$ cat src/rtl/i2cseq_pkg.sv
package i2cseq_pkg;

    typedef enum logic [2:0] {
        SEL_OWN  = 3'd0,
        SEL_DATA = 3'd1,
        SEL_CTRL = 3'd2,
        SEL_BAUD = 3'd3,
        SEL_XOWN = 3'd4,
        SEL_SRST = 3'd5
    } reg_sel_e;

    typedef enum logic [1:0] {
        RES_OK    = 2'd0,
        RES_NODEV = 2'd1,
        RES_IOERR = 2'd2,
        RES_TMO   = 2'd3
    } res_e;

    typedef enum logic [2:0] {
        ACT_CONT, ACT_ADDR1, ACT_ADDR2, ACT_SEND,
        ACT_RCV, ACT_RCV_STOP, ACT_STOP, ACT_FAULT
    } act_e;

    typedef enum logic [1:0] {CK_NORM, CK_START, CK_STOP} ctrl_kind_e;

    typedef struct packed {
        act_e  act;
        logic  dec_left;
        logic  clr_ack;
        res_e  res;
    } decision_t;

    typedef struct packed {
        logic [9:0] addr;
        logic       ten;
        logic       rd;
        logic       rev;
    } desc_t;

    localparam int CB_ACK   = 2;
    localparam int CB_STOP  = 4;
    localparam int CB_START = 5;
    localparam int CB_EN    = 6;
    localparam int CB_IE    = 7;

    localparam logic [7:0] ST_START     = 8'h08;
    localparam logic [7:0] ST_RSTART    = 8'h10;
    localparam logic [7:0] ST_WA_ACK    = 8'h18;
    localparam logic [7:0] ST_WA_NACK   = 8'h20;
    localparam logic [7:0] ST_WD_ACK    = 8'h28;
    localparam logic [7:0] ST_WD_NACK   = 8'h30;
    localparam logic [7:0] ST_RA_ACK    = 8'h40;
    localparam logic [7:0] ST_RA_NACK   = 8'h48;
    localparam logic [7:0] ST_RD_ACK    = 8'h50;
    localparam logic [7:0] ST_RD_NACK   = 8'h58;
    localparam logic [7:0] ST_WA2_ACK   = 8'hD0;
    localparam logic [7:0] ST_RA2_ACK   = 8'hE0;

    function automatic logic [7:0] ctrl_word(input logic ie, input logic start,
                                             input logic stop, input logic ack);
        logic [7:0] w;
        w           = '0;
        w[CB_IE]    = ie;
        w[CB_EN]    = 1'b1;
        w[CB_START] = start;
        w[CB_STOP]  = stop;
        w[CB_ACK]   = ack;
        return w;
    endfunction

endpackage

$ cat src/rtl/i2cseq_addr.sv
module i2cseq_addr
    import i2cseq_pkg::*;
(
    input  desc_t      dsc,
    output logic [7:0] byte1,
    output logic [7:0] byte2
);
    logic dir;

    always_comb begin
        dir   = dsc.rd ^ dsc.rev;
        byte2 = dsc.addr[7:0];
        if (dsc.ten)
            byte1 = {5'b11110, dsc.addr[9:8], dir};
        else
            byte1 = {dsc.addr[6:0], dir};
    end
endmodule

$ cat src/rtl/i2cseq_decoder.sv
module i2cseq_decoder
    import i2cseq_pkg::*;
(
    input  logic [7:0] status,
    input  logic       ten,
    input  logic       left0,
    input  logic       left1,
    input  logic       left2,
    input  logic       aborting,
    input  logic       sent_any,
    output decision_t  dec
);
    logic wr_ack;
    logic rd_addr;

    always_comb begin
        dec.act      = ACT_FAULT;
        dec.dec_left = 1'b0;
        dec.clr_ack  = 1'b0;
        dec.res      = RES_IOERR;
        wr_ack       = 1'b0;
        rd_addr      = 1'b0;

        case (status)
            ST_START, ST_RSTART: dec.act = ACT_ADDR1;
            ST_WA_ACK: begin
                if (ten) dec.act = ACT_ADDR2;
                else     wr_ack  = 1'b1;
            end
            ST_WA2_ACK, ST_WD_ACK: wr_ack = 1'b1;
            ST_RA_ACK: begin
                if (ten) dec.act = ACT_ADDR2;
                else     rd_addr = 1'b1;
            end
            ST_RA2_ACK: rd_addr = 1'b1;
            ST_RD_ACK: begin
                dec.act      = ACT_RCV;
                dec.dec_left = 1'b1;
                dec.clr_ack  = left2 | aborting;
            end
            ST_RD_NACK: begin
                dec.act = ACT_RCV_STOP;
                dec.res = RES_OK;
            end
            ST_WA_NACK, ST_WD_NACK, ST_RA_NACK: begin
                dec.act = ACT_STOP;
                dec.res = RES_NODEV;
            end
            default: dec.act = ACT_FAULT;
        endcase

        if (wr_ack) begin
            if (left0 || (aborting && sent_any)) begin
                dec.act = ACT_STOP;
                dec.res = RES_OK;
            end else begin
                dec.act      = ACT_SEND;
                dec.dec_left = 1'b1;
            end
        end

        if (rd_addr) begin
            if (left0) begin
                dec.act = ACT_STOP;
                dec.res = RES_OK;
            end else begin
                dec.act     = ACT_CONT;
                dec.clr_ack = left1 | aborting;
            end
        end
    end
endmodule

$ cat src/rtl/i2cseq_timer.sv
module i2cseq_timer #(
    parameter int TMO_CYC = 1000
) (
    input  logic clk,
    input  logic rst,
    input  logic run,
    output logic expire1,
    output logic expire2
);
    localparam int TW = (TMO_CYC > 1) ? $clog2(TMO_CYC) : 1;
    localparam logic [TW-1:0] LAST = TW'(TMO_CYC - 1);

    logic [TW-1:0] cnt;
    logic          phase;
    logic          at_end;

    assign at_end  = run && (cnt == LAST);
    assign expire1 = at_end && !phase;
    assign expire2 = at_end && phase;

    always_ff @(posedge clk) begin
        if (rst || !run) begin
            cnt   <= '0;
            phase <= 1'b0;
        end else if (at_end) begin
            cnt   <= '0;
            phase <= 1'b1;
        end else begin
            cnt <= cnt + 1'b1;
        end
    end
endmodule

$ cat src/rtl/i2c_msg_sequencer.sv
module i2c_msg_sequencer
    import i2cseq_pkg::*;
#(
    parameter int         LEN_W   = 8,
    parameter int         TMO_CYC = 1000,
    parameter logic [3:0] BAUD_M  = 4'd2,
    parameter logic [2:0] BAUD_N  = 3'd3
) (
    input  logic             clk,
    input  logic             rst,
    input  logic             msg_start,
    input  logic [9:0]       msg_addr,
    input  logic             msg_ten,
    input  logic             msg_read,
    input  logic             msg_rev,
    input  logic             msg_nostart,
    input  logic [LEN_W-1:0] msg_len,
    input  logic             abort_req,
    input  logic [7:0]       tx_data,
    input  logic             tx_valid,
    output logic             tx_ready,
    output logic [7:0]       rx_data,
    output logic             rx_valid,
    input  logic             core_irq,
    input  logic [7:0]       core_status,
    input  logic [7:0]       core_rdata,
    output logic             core_we,
    output logic [2:0]       core_sel,
    output logic [7:0]       core_wdata,
    output logic             busy,
    output logic             done,
    output logic [1:0]       result
);
    localparam logic [2:0] INIT_LAST = 3'd4;

    typedef enum logic [2:0] {
        S_INIT, S_IDLE, S_WAIT, S_DECIDE, S_DATA, S_CTRL
    } st_e;

    st_e              st;
    logic [2:0]       init_step;
    desc_t            dsc;
    logic [LEN_W-1:0] left;
    logic             sent_any;
    logic             aborting;
    logic             ack_en;
    logic             tmo_hit;
    logic             msg_act;
    logic [7:0]       data_hold;
    logic             data_from_tx;
    ctrl_kind_e       kind;
    logic             finish;
    res_e             fin_res;
    logic             pend_done;
    res_e             pend_res;
    res_e             result_q;

    logic [7:0] byte1, byte2;
    decision_t  dec;
    logic       expire1, expire2;
    reg_sel_e   sel_c;

    i2cseq_addr u_addr (
        .dsc   (dsc),
        .byte1 (byte1),
        .byte2 (byte2)
    );

    i2cseq_decoder u_dec (
        .status   (core_status),
        .ten      (dsc.ten),
        .left0    (left == '0),
        .left1    (left == LEN_W'(1)),
        .left2    (left == LEN_W'(2)),
        .aborting (aborting),
        .sent_any (sent_any),
        .dec      (dec)
    );

    i2cseq_timer #(.TMO_CYC(TMO_CYC)) u_tmr (
        .clk     (clk),
        .rst     (rst),
        .run     (msg_act),
        .expire1 (expire1),
        .expire2 (expire2)
    );

    // Register write port
    always_comb begin
        core_we    = 1'b0;
        sel_c      = SEL_DATA;
        core_wdata = '0;
        tx_ready   = 1'b0;
        case (st)
            S_INIT: begin
                core_we = 1'b1;
                case (init_step)
                    3'd0:    begin sel_c = SEL_SRST; core_wdata = 8'h00; end
                    3'd1:    begin sel_c = SEL_BAUD; core_wdata = {1'b0, BAUD_M, BAUD_N}; end
                    3'd2:    begin sel_c = SEL_OWN;  core_wdata = 8'h00; end
                    3'd3:    begin sel_c = SEL_XOWN; core_wdata = 8'h00; end
                    default: begin sel_c = SEL_CTRL; core_wdata = ctrl_word(1'b0, 1'b0, 1'b1, 1'b0); end
                endcase
            end
            S_DATA: begin
                sel_c = SEL_DATA;
                if (data_from_tx) begin
                    tx_ready   = 1'b1;
                    core_we    = tx_valid;
                    core_wdata = tx_data;
                end else begin
                    core_we    = 1'b1;
                    core_wdata = data_hold;
                end
            end
            S_CTRL: begin
                core_we = 1'b1;
                sel_c   = SEL_CTRL;
                if (kind == CK_STOP)
                    core_wdata = ctrl_word(1'b0, 1'b0, 1'b1, 1'b0);
                else
                    core_wdata = ctrl_word(1'b1, kind == CK_START, 1'b0, ack_en);
            end
            default: core_we = 1'b0;
        endcase
    end

    assign core_sel = sel_c;
    assign busy     = (st != S_IDLE);
    assign result   = result_q;

    always_ff @(posedge clk) begin
        if (rst) begin
            st           <= S_INIT;
            init_step    <= '0;
            dsc          <= '0;
            left         <= '0;
            sent_any     <= 1'b0;
            aborting     <= 1'b0;
            ack_en       <= 1'b1;
            tmo_hit      <= 1'b0;
            msg_act      <= 1'b0;
            data_hold    <= '0;
            data_from_tx <= 1'b0;
            kind         <= CK_NORM;
            finish       <= 1'b0;
            fin_res      <= RES_OK;
            pend_done    <= 1'b0;
            pend_res     <= RES_OK;
            result_q     <= RES_OK;
            done         <= 1'b0;
            rx_valid     <= 1'b0;
            rx_data      <= '0;
        end else begin
            done     <= 1'b0;
            rx_valid <= 1'b0;

            case (st)
                S_INIT: begin
                    if (init_step == INIT_LAST) begin
                        st        <= S_IDLE;
                        init_step <= '0;
                        if (pend_done) begin
                            done      <= 1'b1;
                            result_q  <= pend_res;
                            pend_done <= 1'b0;
                        end
                    end else begin
                        init_step <= init_step + 1'b1;
                    end
                end

                S_IDLE: begin
                    if (msg_start) begin
                        dsc.addr     <= msg_addr;
                        dsc.ten      <= msg_ten;
                        dsc.rd       <= msg_read;
                        dsc.rev      <= msg_rev;
                        left         <= msg_len;
                        sent_any     <= 1'b0;
                        aborting     <= abort_req;
                        ack_en       <= 1'b1;
                        tmo_hit      <= 1'b0;
                        msg_act      <= 1'b1;
                        finish       <= 1'b0;
                        data_from_tx <= 1'b0;
                        if (msg_nostart) begin
                            if (msg_read) begin
                                kind <= CK_NORM;
                                st   <= S_CTRL;
                            end else begin
                                data_from_tx <= 1'b1;
                                left         <= msg_len - 1'b1;
                                sent_any     <= 1'b1;
                                st           <= S_DATA;
                            end
                        end else begin
                            kind <= CK_START;
                            st   <= S_CTRL;
                        end
                    end else if (core_irq) begin
                        kind   <= CK_STOP;
                        finish <= 1'b0;
                        st     <= S_CTRL;
                    end
                end

                S_WAIT: begin
                    if (core_irq) st <= S_DECIDE;
                end

                S_DECIDE: begin
                    if (dec.clr_ack)  ack_en <= 1'b0;
                    if (dec.dec_left) left   <= left - 1'b1;
                    case (dec.act)
                        ACT_ADDR1: begin
                            data_hold    <= byte1;
                            data_from_tx <= 1'b0;
                            st           <= S_DATA;
                        end
                        ACT_ADDR2: begin
                            data_hold    <= byte2;
                            data_from_tx <= 1'b0;
                            st           <= S_DATA;
                        end
                        ACT_SEND: begin
                            data_from_tx <= 1'b1;
                            sent_any     <= 1'b1;
                            st           <= S_DATA;
                        end
                        ACT_CONT: begin
                            kind <= CK_NORM;
                            st   <= S_CTRL;
                        end
                        ACT_RCV: begin
                            rx_valid <= 1'b1;
                            rx_data  <= core_rdata;
                            kind     <= CK_NORM;
                            st       <= S_CTRL;
                        end
                        ACT_RCV_STOP: begin
                            rx_valid <= 1'b1;
                            rx_data  <= core_rdata;
                            kind     <= CK_STOP;
                            finish   <= 1'b1;
                            fin_res  <= tmo_hit ? RES_TMO : RES_OK;
                            st       <= S_CTRL;
                        end
                        ACT_STOP: begin
                            kind    <= CK_STOP;
                            finish  <= 1'b1;
                            fin_res <= tmo_hit ? RES_TMO : dec.res;
                            st      <= S_CTRL;
                        end
                        default: begin
                            st        <= S_INIT;
                            init_step <= '0;
                            pend_done <= 1'b1;
                            pend_res  <= RES_IOERR;
                            msg_act   <= 1'b0;
                        end
                    endcase
                end

                S_DATA: begin
                    if (!data_from_tx || tx_valid) begin
                        kind <= CK_NORM;
                        st   <= S_CTRL;
                    end
                end

                S_CTRL: begin
                    if (kind == CK_STOP) begin
                        st      <= S_IDLE;
                        msg_act <= 1'b0;
                        if (finish) begin
                            done     <= 1'b1;
                            result_q <= fin_res;
                        end
                    end else begin
                        st <= S_WAIT;
                    end
                end

                default: st <= S_IDLE;
            endcase

            if (msg_act && abort_req) aborting <= 1'b1;
            if (expire1) begin
                aborting <= 1'b1;
                tmo_hit  <= 1'b1;
            end
            if (expire2 && st != S_INIT) begin
                st        <= S_INIT;
                init_step <= '0;
                pend_done <= 1'b1;
                pend_res  <= RES_TMO;
                msg_act   <= 1'b0;
                finish    <= 1'b0;
            end
        end
    end
endmodule

$ cat config.mk
export PLATFORM = sky130hd
export DESIGN_NAME = i2c_msg_sequencer
export DESIGN_NICKNAME = d
export VERILOG_FILES = /design/src/rtl/i2cseq_pkg.sv /design/src/rtl/i2cseq_addr.sv /design/src/rtl/i2cseq_decoder.sv /design/src/rtl/i2cseq_timer.sv /design/src/rtl/i2c_msg_sequencer.sv
export SDC_FILE = /design/constraint.sdc
export NUM_CORES = 1
export LEC_CHECK = 0
export BUFFER_PORTS_ARGS = -buffer_cell sky130_fd_sc_hd__buf_2
export CAP_MARGIN = 40
export CORE_MARGIN = 3
export CORE_UTILIZATION = 50
export DETAILED_ROUTE_END_ITERATION = 10
export PLACE_DENSITY = 0.78
export SLEW_MARGIN = 20
export SYNTH_ARGS = -nofsm -noshare
export SYNTH_HDL_FRONTEND = slang
export SYNTH_SLANG_ARGS = --single-unit
$ cat constraint.sdc
create_clock -name clk -period 2.95 [get_ports clk]
set_clock_uncertainty 0.15 [all_clocks]
set_input_delay 0 -clock clk [delete_from_list [all_inputs] [get_ports clk]]
set_output_delay 0 -clock clk [all_outputs]
set_load 0.02 [all_outputs]
### Yosys cells after proc, flatten, opt, wreduce, memory -nomap -nowiden

Index checks and enable logic that the tools add are counted.

| cells by class | value |
|---|---|
| multiply operators | 0 |
| $add $sub $neg | 4 |
| eq/ne operators | 52 |
| multiplexer cells | 99 |
| bitwise logic cells | 4 |
| div/mod/pow operators | 0 |
| shift-type cells | 0 |
| reductions and logical operators | 64 |
| $lt $le $gt $ge | 0 |

Operator list:

| cell | number |
|---|---|
| 2-to-1 mux 8 bit | 7 |
| 2-to-1 mux 3 bit | 13 |
| 2-to-1 mux 2 bit | 19 |
| 2-to-1 mux 1 bit | 33 |
| == test 8 x 7 -> 1 bit, second input constant | 4 |
| case mux 8 bit (2 select lines) | 2 |
| == test 8 x 6 -> 1 bit, second input constant | 3 |
| inequality test 2 bit, second input constant | 12 |
| case mux 8 bit (3 select lines) | 1 |
| OR reduction 2 bit | 11 |
| case mux 1 bit (2 select lines) | 10 |
| == test 3 x 2 -> 1 bit, second input constant | 6 |
| == test 3 bit, second input constant | 6 |
| case mux 3 bit (2 select lines) | 3 |
| case mux 3 bit (6 select lines) | 1 |
| AND reduction 3 bit | 6 |
| nonzero test 3 bit | 6 |
| == test 8 x 5 -> 1 bit, second input constant | 2 |
| == test 8 bit, second input constant | 2 |
| case mux 2 bit (2 select lines) | 4 |
| AND reduction 2 bit | 8 |
| nonzero test 2 bit | 8 |
| subtractor 8 x 1 -> 8 bit, second input constant | 2 |
| inequality test 3 bit, second input constant | 5 |
| other kinds (31) | 49 |

| word-level totals | value |
|---|---|
| bits in latches | 0 |
| memory bits (writable) | 0 |
| ROM bits | 0 |
| output and inout port bits | 26 |
| word-level logic and storage cells | 248 |
| register bits after elaboration | 72 |
| memories kept | 0 |

### Longest topological paths before layout

Gate-level depths: netlist of the first run.

| logic depth | value |
|---|---|
| depth after elaboration | 11 |
| mapped depth | 10 |

### Modules after synthesis

From an unflattened synthesis of the first run, not the netlist that was laid out.

| unflattened totals | value |
|---|---|
| cell total of the unflattened synthesis | 546 |
| area total of the unflattened synthesis | 4,351.7 um^2 |

Modules (own cells, without submodules):

| module | times used | area each (um^2) | cells each | sequential area each (um^2) |
|---|---|---|---|---|
| i2c_msg_sequencer | 1 | 3,398.3 | 425 | 1,221.2 |
| i2cseq_timer | 1 | 508.0 | 56 | 220.2 |
| i2cseq_decoder | 1 | 312.8 | 48 | 0.0 |
| i2cseq_addr | 1 | 132.6 | 17 | 0.0 |

### Worst setup path before layout of the first run

Ideal clock, no wire load.

| timing path | value |
|---|---|
| path type | register to register |
| start point | reg left[0] |
| end point | reg fin_res[0] |
| arrival | 2.078 ns |
| data required time | 2.678 ns |
| cell stages (with the launch flop) | 9 |
| setup slack | 0.600 ns |
| clock period less this slack | 2.350 ns |
| cell sequence | dfxtp_1 inv_1 ha_1 nor3b_1 nand2_1 a221o_1 o211ai_2 o211ai_2 o32a_1 |

| between the ends | value |
|---|---|
| longest elaborated chain between the ends | 8 |

Ends and longest elaborated chain:

| what | line | text |
|---|---|---|
| from (decl) | i2c_msg_sequencer.sv:43 | `logic [LEN_W-1:0] left;` |
| from (signal assigned) | i2c_msg_sequencer.sv:179 | `left <= msg_len;` |
| from (signal assigned) | i2c_msg_sequencer.sv:193 | `left <= msg_len - 1'b1;` |
| from (signal assigned) | i2c_msg_sequencer.sv:214 | `if (dec.dec_left) left <= left - 1'b1;` |
| zero test 8 bit (*) | i2c_msg_sequencer.sv:72 | `.left0 (left == '0),` |
| logical OR 1 bit | i2cseq_decoder.sv:53 | `if (left0 \|\| (aborting && sent_any)) begin` |
| 2-to-1 mux 2 bit / 2-to-1 mux 3 bit (equally long branches) | i2cseq_decoder.sv:53 |  |
| 2-to-1 mux 2 bit / 2-to-1 mux 4 bit (equally long branches) | i2cseq_decoder.sv:52 | `if (wr_ack) begin` |
| 2-to-1 mux 2 bit / 2-to-1 mux 3 bit (equally long branches) | i2cseq_decoder.sv:63, i2cseq_decoder.sv:62 |  |
| 2-to-1 mux 3 bit / == test 3 bit (equally long branches) | i2cseq_decoder.sv:62, i2c_msg_sequencer.sv:215 |  |
| 2-to-1 mux 2 bit / nonzero test 2 bit (equally long branches) | - |  |
| case mux 2 bit (2 select lines) / AND reduction 2 bit (equally long branches) | - |  |
| to (signal assigned) | i2c_msg_sequencer.sv:246 | `fin_res <= tmo_hit ? RES_TMO : RES_OK;` |
| to (signal assigned) | i2c_msg_sequencer.sv:252 | `fin_res <= tmo_hit ? RES_TMO : dec.res;` |
| to (decl) | i2c_msg_sequencer.sv:53 | `res_e fin_res;` |

Mark *: on every way between the ends. The rest lies on a longest branch, timed or not.
A chain may end at the register's enable or synchronous reset.

### Final worst setup path of the first run

| timing path | value |
|---|---|
| start point | reg st[0] |
| end point | reg pend_done |

| between the ends | value |
|---|---|
| longest elaborated chain between the ends | 4 |

Ends and longest elaborated chain:

| what | line | text |
|---|---|---|
| from (decl) | i2c_msg_sequencer.sv:40 | `st_e st;` |
| from (signal assigned) | i2c_msg_sequencer.sv:134 | `st <= S_INIT;` |
| from (signal assigned) | i2c_msg_sequencer.sv:161 | `st <= S_IDLE;` |
| from (signal assigned) | i2c_msg_sequencer.sv:190 | `st <= S_CTRL;` |
| nonzero test 3 bit | i2c_msg_sequencer.sv:293 | `if (expire2 && st != S_INIT) begin` |
| logical AND 1 bit | i2c_msg_sequencer.sv:293 |  |
| inequality test 3 bit (no source line) / nonzero test 3 bit (equally long branches) | - |  |
| AND reduction 3 bit (no source line) | - |  |
| to (signal assigned) | i2c_msg_sequencer.sv:166 | `pend_done <= 1'b0;` |
| to (signal assigned) | i2c_msg_sequencer.sv:258 | `pend_done <= 1'b1;` |
| to (signal assigned) | i2c_msg_sequencer.sv:296 | `pend_done <= 1'b1;` |
| to (decl) | i2c_msg_sequencer.sv:54 | `logic pend_done;` |

Several ways; a longest one is shown, not always the timed one.

==> results of run 1 <==
==> layout by cell type, fill, tap and decap left out, types with 3 or more instances in the layout <==
| master | n |
|---|---|
| a21oi_1 | 49 |
| and3_1 | 4 |
| clkbuf_8 | 11 |
| nand3_1 | 18 |
| a211oi_1 | 4 |
| nor3_1 | 11 |
| o21ai_0 | 29 |
| nor2_1 | 69 |
| a311oi_1 | 3 |
| nand2_1 | 60 |
| o211ai_1 | 4 |
| xor2_1 | 8 |
| o22ai_1 | 8 |
| and3b_1 | 3 |
| buf_4 | 10 |
| and2_1 | 6 |
| a31oi_1 | 6 |
| dlygate4sd3_1 | 27 |
| mux2i_1 | 21 |
| buf_2 | 77 |
| inv_1 | 19 |
| or3_1 | 4 |
| nor3b_1 | 3 |
| ha_1 | 10 |
| nor4_1 | 6 |
| xnor2_1 | 8 |
| dfxtp_1 | 72 |
| nand2b_1 | 8 |
| nor2b_1 | 7 |
==> power by group <==
group / internal (mW) / leakage [nW] / switching [mW]
logic: 0.454 / 1.21 / 0.739
registers: 1.06 / 0.582 / 0.102
clock network: 0.344 / 0.0882 / 0.353
total: 1.86 / 1.88 / 1.19
==> repair_timing <==
action | CTS | global route
resized for setup | 0 | 1
endpoints found under the setup margin | 0 | 1
hold buffers | 27 | 0
endpoints found under the hold margin | 29 | 0
==> per-layer routing <==
layer / track usage [%] / share of wire, %
met5: 0 / 0
met1: 30.8 / 43
met4: 6.31 / 1.3
met3: 4.49 / 6.3
met2: 40.6 / 49
==> critical path: stages (launching register included) <==
cell,delay [ns]
dfxtp_1,0.51
nor2b_1,0.47
nand2_2,0.32
or4_1,0.75
a21o_1,0.23
a21oi_1,0.12
==> cell type report <==
cell class / instances / area (sq um)
fillers: 685 / 2870
multi-input cells: 400 / 2430
flip-flops and latches: 72 / 1440
repair buffers: 115 / 738
clock buffers: 12 / 155
well taps: 102 / 128
inverters: 19 / 71.3
clock inverters: 3 / 17.5
==> per-stage QoR <==
stage / hold WS [ns] / instance area, sq um / cells
after global placement: 0.0851 / 4520 / 680
after detailed placement: 0.0951 / 4520 / 680
after floorplan: -0.0140 / 4090 / 525
after CTS: 0.00219 / 4970 / 722
final: 0.00212 / 4980 / 723
after global routing: 0.0432 / 4980 / 723
==> flip-flops by register name, summed over array words and instances, names as in the netlist, 2 cells and up <==
name / flops
init_step: 3
left: 8
u_tmr.cnt: 10
kind: 2
st: 3
result: 2
data_hold: 8
rx_data: 8
pend_res: 2
dsc: 13
fin_res: 2
==> cells by family (layout without fill, tap and decap cells) <==
logic type      after synthesis  in the layout  synth area share [%]
buf+inv                      53            149                  5.53
compound gates              131            131                  20.4
flops                        72             72                  35.2
fa+ha+maj                    10             10                  3.06
mux                          22             22                  5.41
xor+xnor                     16             16                  3.43
simple gates                221            221                  27.0
==> worst min-delay path by stage <==
stage,start,end,slack (ns),depth (start not counted)
6_report,msg_len[7],left[7]$_SDFFE_PP0P_,0.002,5
4_1_cts,msg_len[7],left[7]$_SDFFE_PP0P_,0.002,5
3_5_place_dp,msg_addr[4],dsc[7]$_SDFFE_PP0P_,0.1,3
5_1_grt,msg_len[7],left[7]$_SDFFE_PP0P_,0.04,5
3_3_place_gp,core_rdata[2],rx_data[2]$_SDFFE_PP0P_,0.09,3
2_1_floorplan,msg_addr[8],dsc[11]$_SDFFE_PP0P_,-0.01,2
==> run_results.csv, run 1 <==
group,metric,value,unit
cells_and_area,areaGrowthSynthToFinish,21.7,%
setup_path,critPathKind,"register to register",
synth,synth_area,0.00409,sq mm
synth,postSynthCellCount,525,
worst_hold_path,hold_class,"primary input to register",
setup_path,ff2ff_setup_slack,0.33,ns
global_routing,antenna_found_initial,0,
floorplanning,start_util,52.1,%
routing,route.detailed.drc,0,
routing,firstDrtPassIters,5,
synth,synthTopCellsByCount,"dfxtp_1 (72), nor2_1 (69), nand2_1 (60)",
global_routing,overflow,0,
sta,rsz0062_at_grt,"no",
routing,via_count,4123,
placed_design,place_ws,0.292,ns
sta,maxSlewHeadroom,52.7,%
placed_design,gp_congestion,0.868,
power_and_ir_drop,power,3.05,mW
sta,setup_slack,0.325,ns
setup_path,crit_fanout,17,
routing,dr.first_iter.drc_count,252,
synth,avgSynthCellArea,7.79,sq um
floorplanning,std_cell_rows,32,
setup_path,r2r_start,"st[0]$_SDFFE_PP0P_",
synth,ys_ff_latch,72,
routing,antenna_left,0,
routing,vias_per_cell,5.70,
floorplanning,core-area,0.00785,sq mm
setup_path,worstReg2RegEnd,"pend_done$_SDFFE_PP0P_",
global_routing,grt_max_degree,38,
synth,synth_most_common_cell,"dfxtp_1",
clocking,clk-insertion-delay-late,0.33,ns
floorplanning,die_h,96.5,um
clocking,cts_setup_buffers,0,
setup_path,endpoint,"pend_done$_SDFFE_PP0P_",
setup_path,crit_start,"st[0]$_SDFFE_PP0P_",
synth,synthTopCellsByArea,"dfxtp_1 (35%), nor2_1 (6.3%), a21oi_1 (6.0%)",
sta,clock.fmax,0.381,GHz
setup_path,end_kind,"register",
sta,drv_slew,0,
global_routing,grt_pass1_vias,3805,
cells_and_area,fin_util,63.5,%
routing,routed_wirelength,11100,um
cells_and_area,nNetsFinal,679,
synth,synth_fp_nets,587,
synth,ys_warn_count,0,
synth,async_flop_share,0,%
setup_path,start_kind,"register",
synth,synth_cell_types,66,
sta,setup-violations-final,0,
routing,routedWlPerCell,15.3,um
clocking,numCtsBuffers,9,
clocking,path_clk_slew,0.07,ns
synth,yosysTopAreaCell,"dfxtp_1",
setup_path,arrival,2.74,ns
floorplanning,die-area,0.00930,sq mm
status,status,"finished, final reports clean",
floorplanning,dieWidth,96.5,um
cells_and_area,diodes,0,
clocking,cts-root-buf,"clkbuf_8",
floorplanning,ioPinCount,78,
power_and_ir_drop,vdd_drop_max,312,uV
placed_design,portBuffers,77,
synth,ys_seq_area_share,35.2,%
global_routing,grt_usage,23.8,%
global_routing,grt_pass1_wl,17500,um
power_and_ir_drop,power.density,613,mW/mm^2
run,max_cap_viol_count,0,
synth,synthFlopType,"dfxtp_1",
sta,min_period_over_period,89.0,%
clocking,clkSinkCount,72,
synth,synth_top_area_share,35.2,%
clocking,cts-htree-levels,3,
synth,synth_edf_count,0,
setup_path,cp.required,3.06,ns
sta,finalHoldViolCount,0,
placed_design,dp_hpwl,7680,um
cells_and_area,drive_gt1_share,18.7,%
sta,tightest_slew,0.708,ns
setup_path,reg2reg_depth,5,
power_and_ir_drop,power.leakage,1.88,nW
sta,finalSetupTns,0,ns
clocking,cts_buffer_depth,2,
sta,min_period,2.62,ns
clocking,cts_tree,"done",
No activity file was read; power rests on OpenSTA's default activity.
==> run 2: changes to the inputs <==
GPL_TIMING_DRIVEN = 0   (was not set)
==> run 2 against run 1 <==
- power increased by 4.0%
- first-iteration DRC count increased by 17%
- sequential share of layout area decreased by 0.68 points
- sequential cell count unchanged
- global-route usage increased by 0.95 points
- cell area increased by 2.4%
- cell count increased by 3.3%
- combinational power increased by 3%
- clock-buffer cell count decreased by 2
- highest routed layer unchanged
==> run_results.csv, run 2 (synthesis results as in run 1) <==
group,metric,value,unit
routing,dr.first_iter.drc_count,295,
routing,routedWlPerCell,14.7,um
placed_design,gp_congestion,0.897,
floorplanning,dieWidth,96.5,um
power_and_ir_drop,power.density,622,mW/mm^2
power_and_ir_drop,vdd_drop_max,314,uV
setup_path,reg2reg_depth,5,
worst_hold_path,hold_depth,5,
clocking,cts_setup_buffers,0,
floorplanning,die-area,0.00930,sq mm
setup_path,crit_start,"dsc[2]$_SDFFE_PP0P_",
sta,rsz0062_at_grt,"no",
cells_and_area,nNetsFinal,702,
sta,tightest_slew,0.768,ns
cells_and_area,largest_reg_flops,13,
routing,firstDrtPassIters,5,
setup_path,critPathKind,"register to register",
cells_and_area,layout_common_cells,"buf_2 (81), dfxtp_1 (72), nor2_1 (69)",
setup_path,path_cells,"buf_1 -> a221o_1 -> nor4_4 -> mux2i_1 -> nor2_1",
setup_path,start_kind,"register",
setup_path,slowest_stage,"nor4_4",
sta,maxSlewHeadroom,48.4,%
floorplanning,ioPinCount,78,
placed_design,dp_hpwl,7970,um
sta,finalSetupTns,0,ns
sta,hold_ws,0.0416,ns
global_routing,grt_pass1_wl,18000,um
global_routing,grt_pass1_vias,3890,
setup_path,cp_num_buf_inv,1,
setup_path,cp.required,3.03,ns
floorplanning,core-area,0.00785,sq mm
routing,antenna_left,0,
global_routing,overflow,0,
clocking,clkSinkCount,72,
routing,vias_per_cell,5.62,
clocking,clk-insertion-delay-late,0.35,ns
cells_and_area,largestRegisters,"dsc: 13 flops, u_tmr.cnt: 10 flops",
worst_hold_path,min_from,"core_status[2]",
clocking,cts-root-buf,"clkbuf_8",
cells_and_area,mostFrequentLayoutCell,"buf_2",
placed_design,placed_cells,701,
power_and_ir_drop,power.leakage,1.91,nW
run,max_cap_viol_count,0,
clocking,numCtsBuffers,9,
placed_design,placed_cell_area,0.00459,sq mm
setup_path,max_stage_delay,0.72,ns
setup_path,arrival,2.58,ns
clocking,path_clk_slew,0.08,ns
cells_and_area,stdcell_area,0.00510,sq mm
cells_and_area,final_cells,747,
clocking,cts-htree-levels,3,
placed_design,portBuffers,74,
sta,setup-violations-final,0,
setup_path,crit_fanout,10,
routing,routed_wirelength,11000,um
placed_design,place_ws,0.195,ns
setup_path,cp_top_family,"simple AND/OR/NAND/NOR gates",
cells_and_area,drive_gt1_share,17.7,%
sta,drv_slew,0,
floorplanning,die_h,96.5,um
clocking,cts_buffer_depth,2,
worst_hold_path,hold_class,"primary input to register",
clocking,cts_tree,"done",
sta,setup_slack,0.448,ns
floorplanning,start_util,52.1,%
global_routing,antenna_found_initial,0,
status,status,"finished, final reports clean",
setup_path,r2r_start,"dsc[2]$_SDFFE_PP0P_",
routing,via_count,4200,
routing,route.detailed.drc,0,
sta,finalHoldViolCount,0,
cells_and_area,largest_register,"dsc",
cells_and_area,diodes,0,
global_routing,grt_max_degree,14,
setup_path,cp_num_cells,5,
cells_and_area,areaGrowthSynthToFinish,24.6,%
setup_path,end_kind,"register",
sta,min_period_over_period,84.8,%
sta,clock.fmax,0.400,GHz
global_routing,grt_usage,24.7,%
sta,min_period,2.50,ns
floorplanning,std_cell_rows,32,
run 2: cell types whose count changed in the layout (fill, tap and decap cells not counted), sizes merged:
cell,previous run,this run
dlygate4sd3,27,30
buf,87,85
inv,19,20
bufinv,0,1
clkbuf,13,33
clkinvlp,1,2
run 2: worst reg2reg max path, delay by kind of cell, from the launching register on:
kind | cells | cell delay [ns]
AO/OA/AOI/OAI | 1 | 0.48
AND/OR/NAND/NOR | 2 | 0.80
flip-flops | 1 | 0.38
buffers and inverters | 1 | 0.30
multiplexers | 1 | 0.28
run 2: worst paths after layout:
| path | end | slack [ns] |
|---|---|---|
| worst max-delay path | rx_data[5]$_SDFFE_PP0P_ | 0.45 |
| worst min register to register | dsc[12]$_SDFFE_PP0P_ | 0.32 |
| worst min-delay path | rx_valid$_SDFF_PP0_ | 0.04 |
| worst max register to register | rx_data[5]$_SDFFE_PP0P_ | 0.45 |
run 2: repair_timing:
| item | CTS | global route |
|---|---|---|
| gates resized for setup | 0 | 1 |
| hold buffers | 30 | 0 |
| endpoints found under the hold margin | 33 | 0 |
| setup endpoints to repair | 0 | 1 |
run 2: power breakdown:
| group | switching, mW | internal, mW | total [mW] | leakage (nW) |
|---|---|---|---|---|
| Combinational | 0.761 | 0.469 | 1.23 | 1.23 |
| Sequential | 0.0803 | 1.06 | 1.14 | 0.582 |
| Clock | 0.389 | 0.416 | 0.805 | 0.0989 |
| Total | 1.23 | 1.94 | 3.17 | 1.91 |
run 2: cell type report:
cell class,count,area (sq um)
multi-input combinational,400,2430
fill,718,2750
clock inverter,6,67.6
timing repair buffer,104,671
clock buffer,10,138
sequential,72,1440
tap,102,128
inverter,19,71.3
buffer,34,155
run 2: per-stage QoR:
step / utilization [%] / total power [mW]
after global placement: 58.5 / 2.31
final: 65.0 / 3.17
after CTS: 64.9 / 3.17
after floorplan: - / 2.01
after detailed placement: 58.5 / 2.34
after global routing: 65.0 / 3.37
run 2: routing by layer:
metal	track usage, %	routed length [um]	vias to the layer above
met1	32.4	4930	1944
met3	4.34	658	24
li1	-	-	2083
met2	40.4	5150	149
met5	0	0	-
met4	9.93	268	0
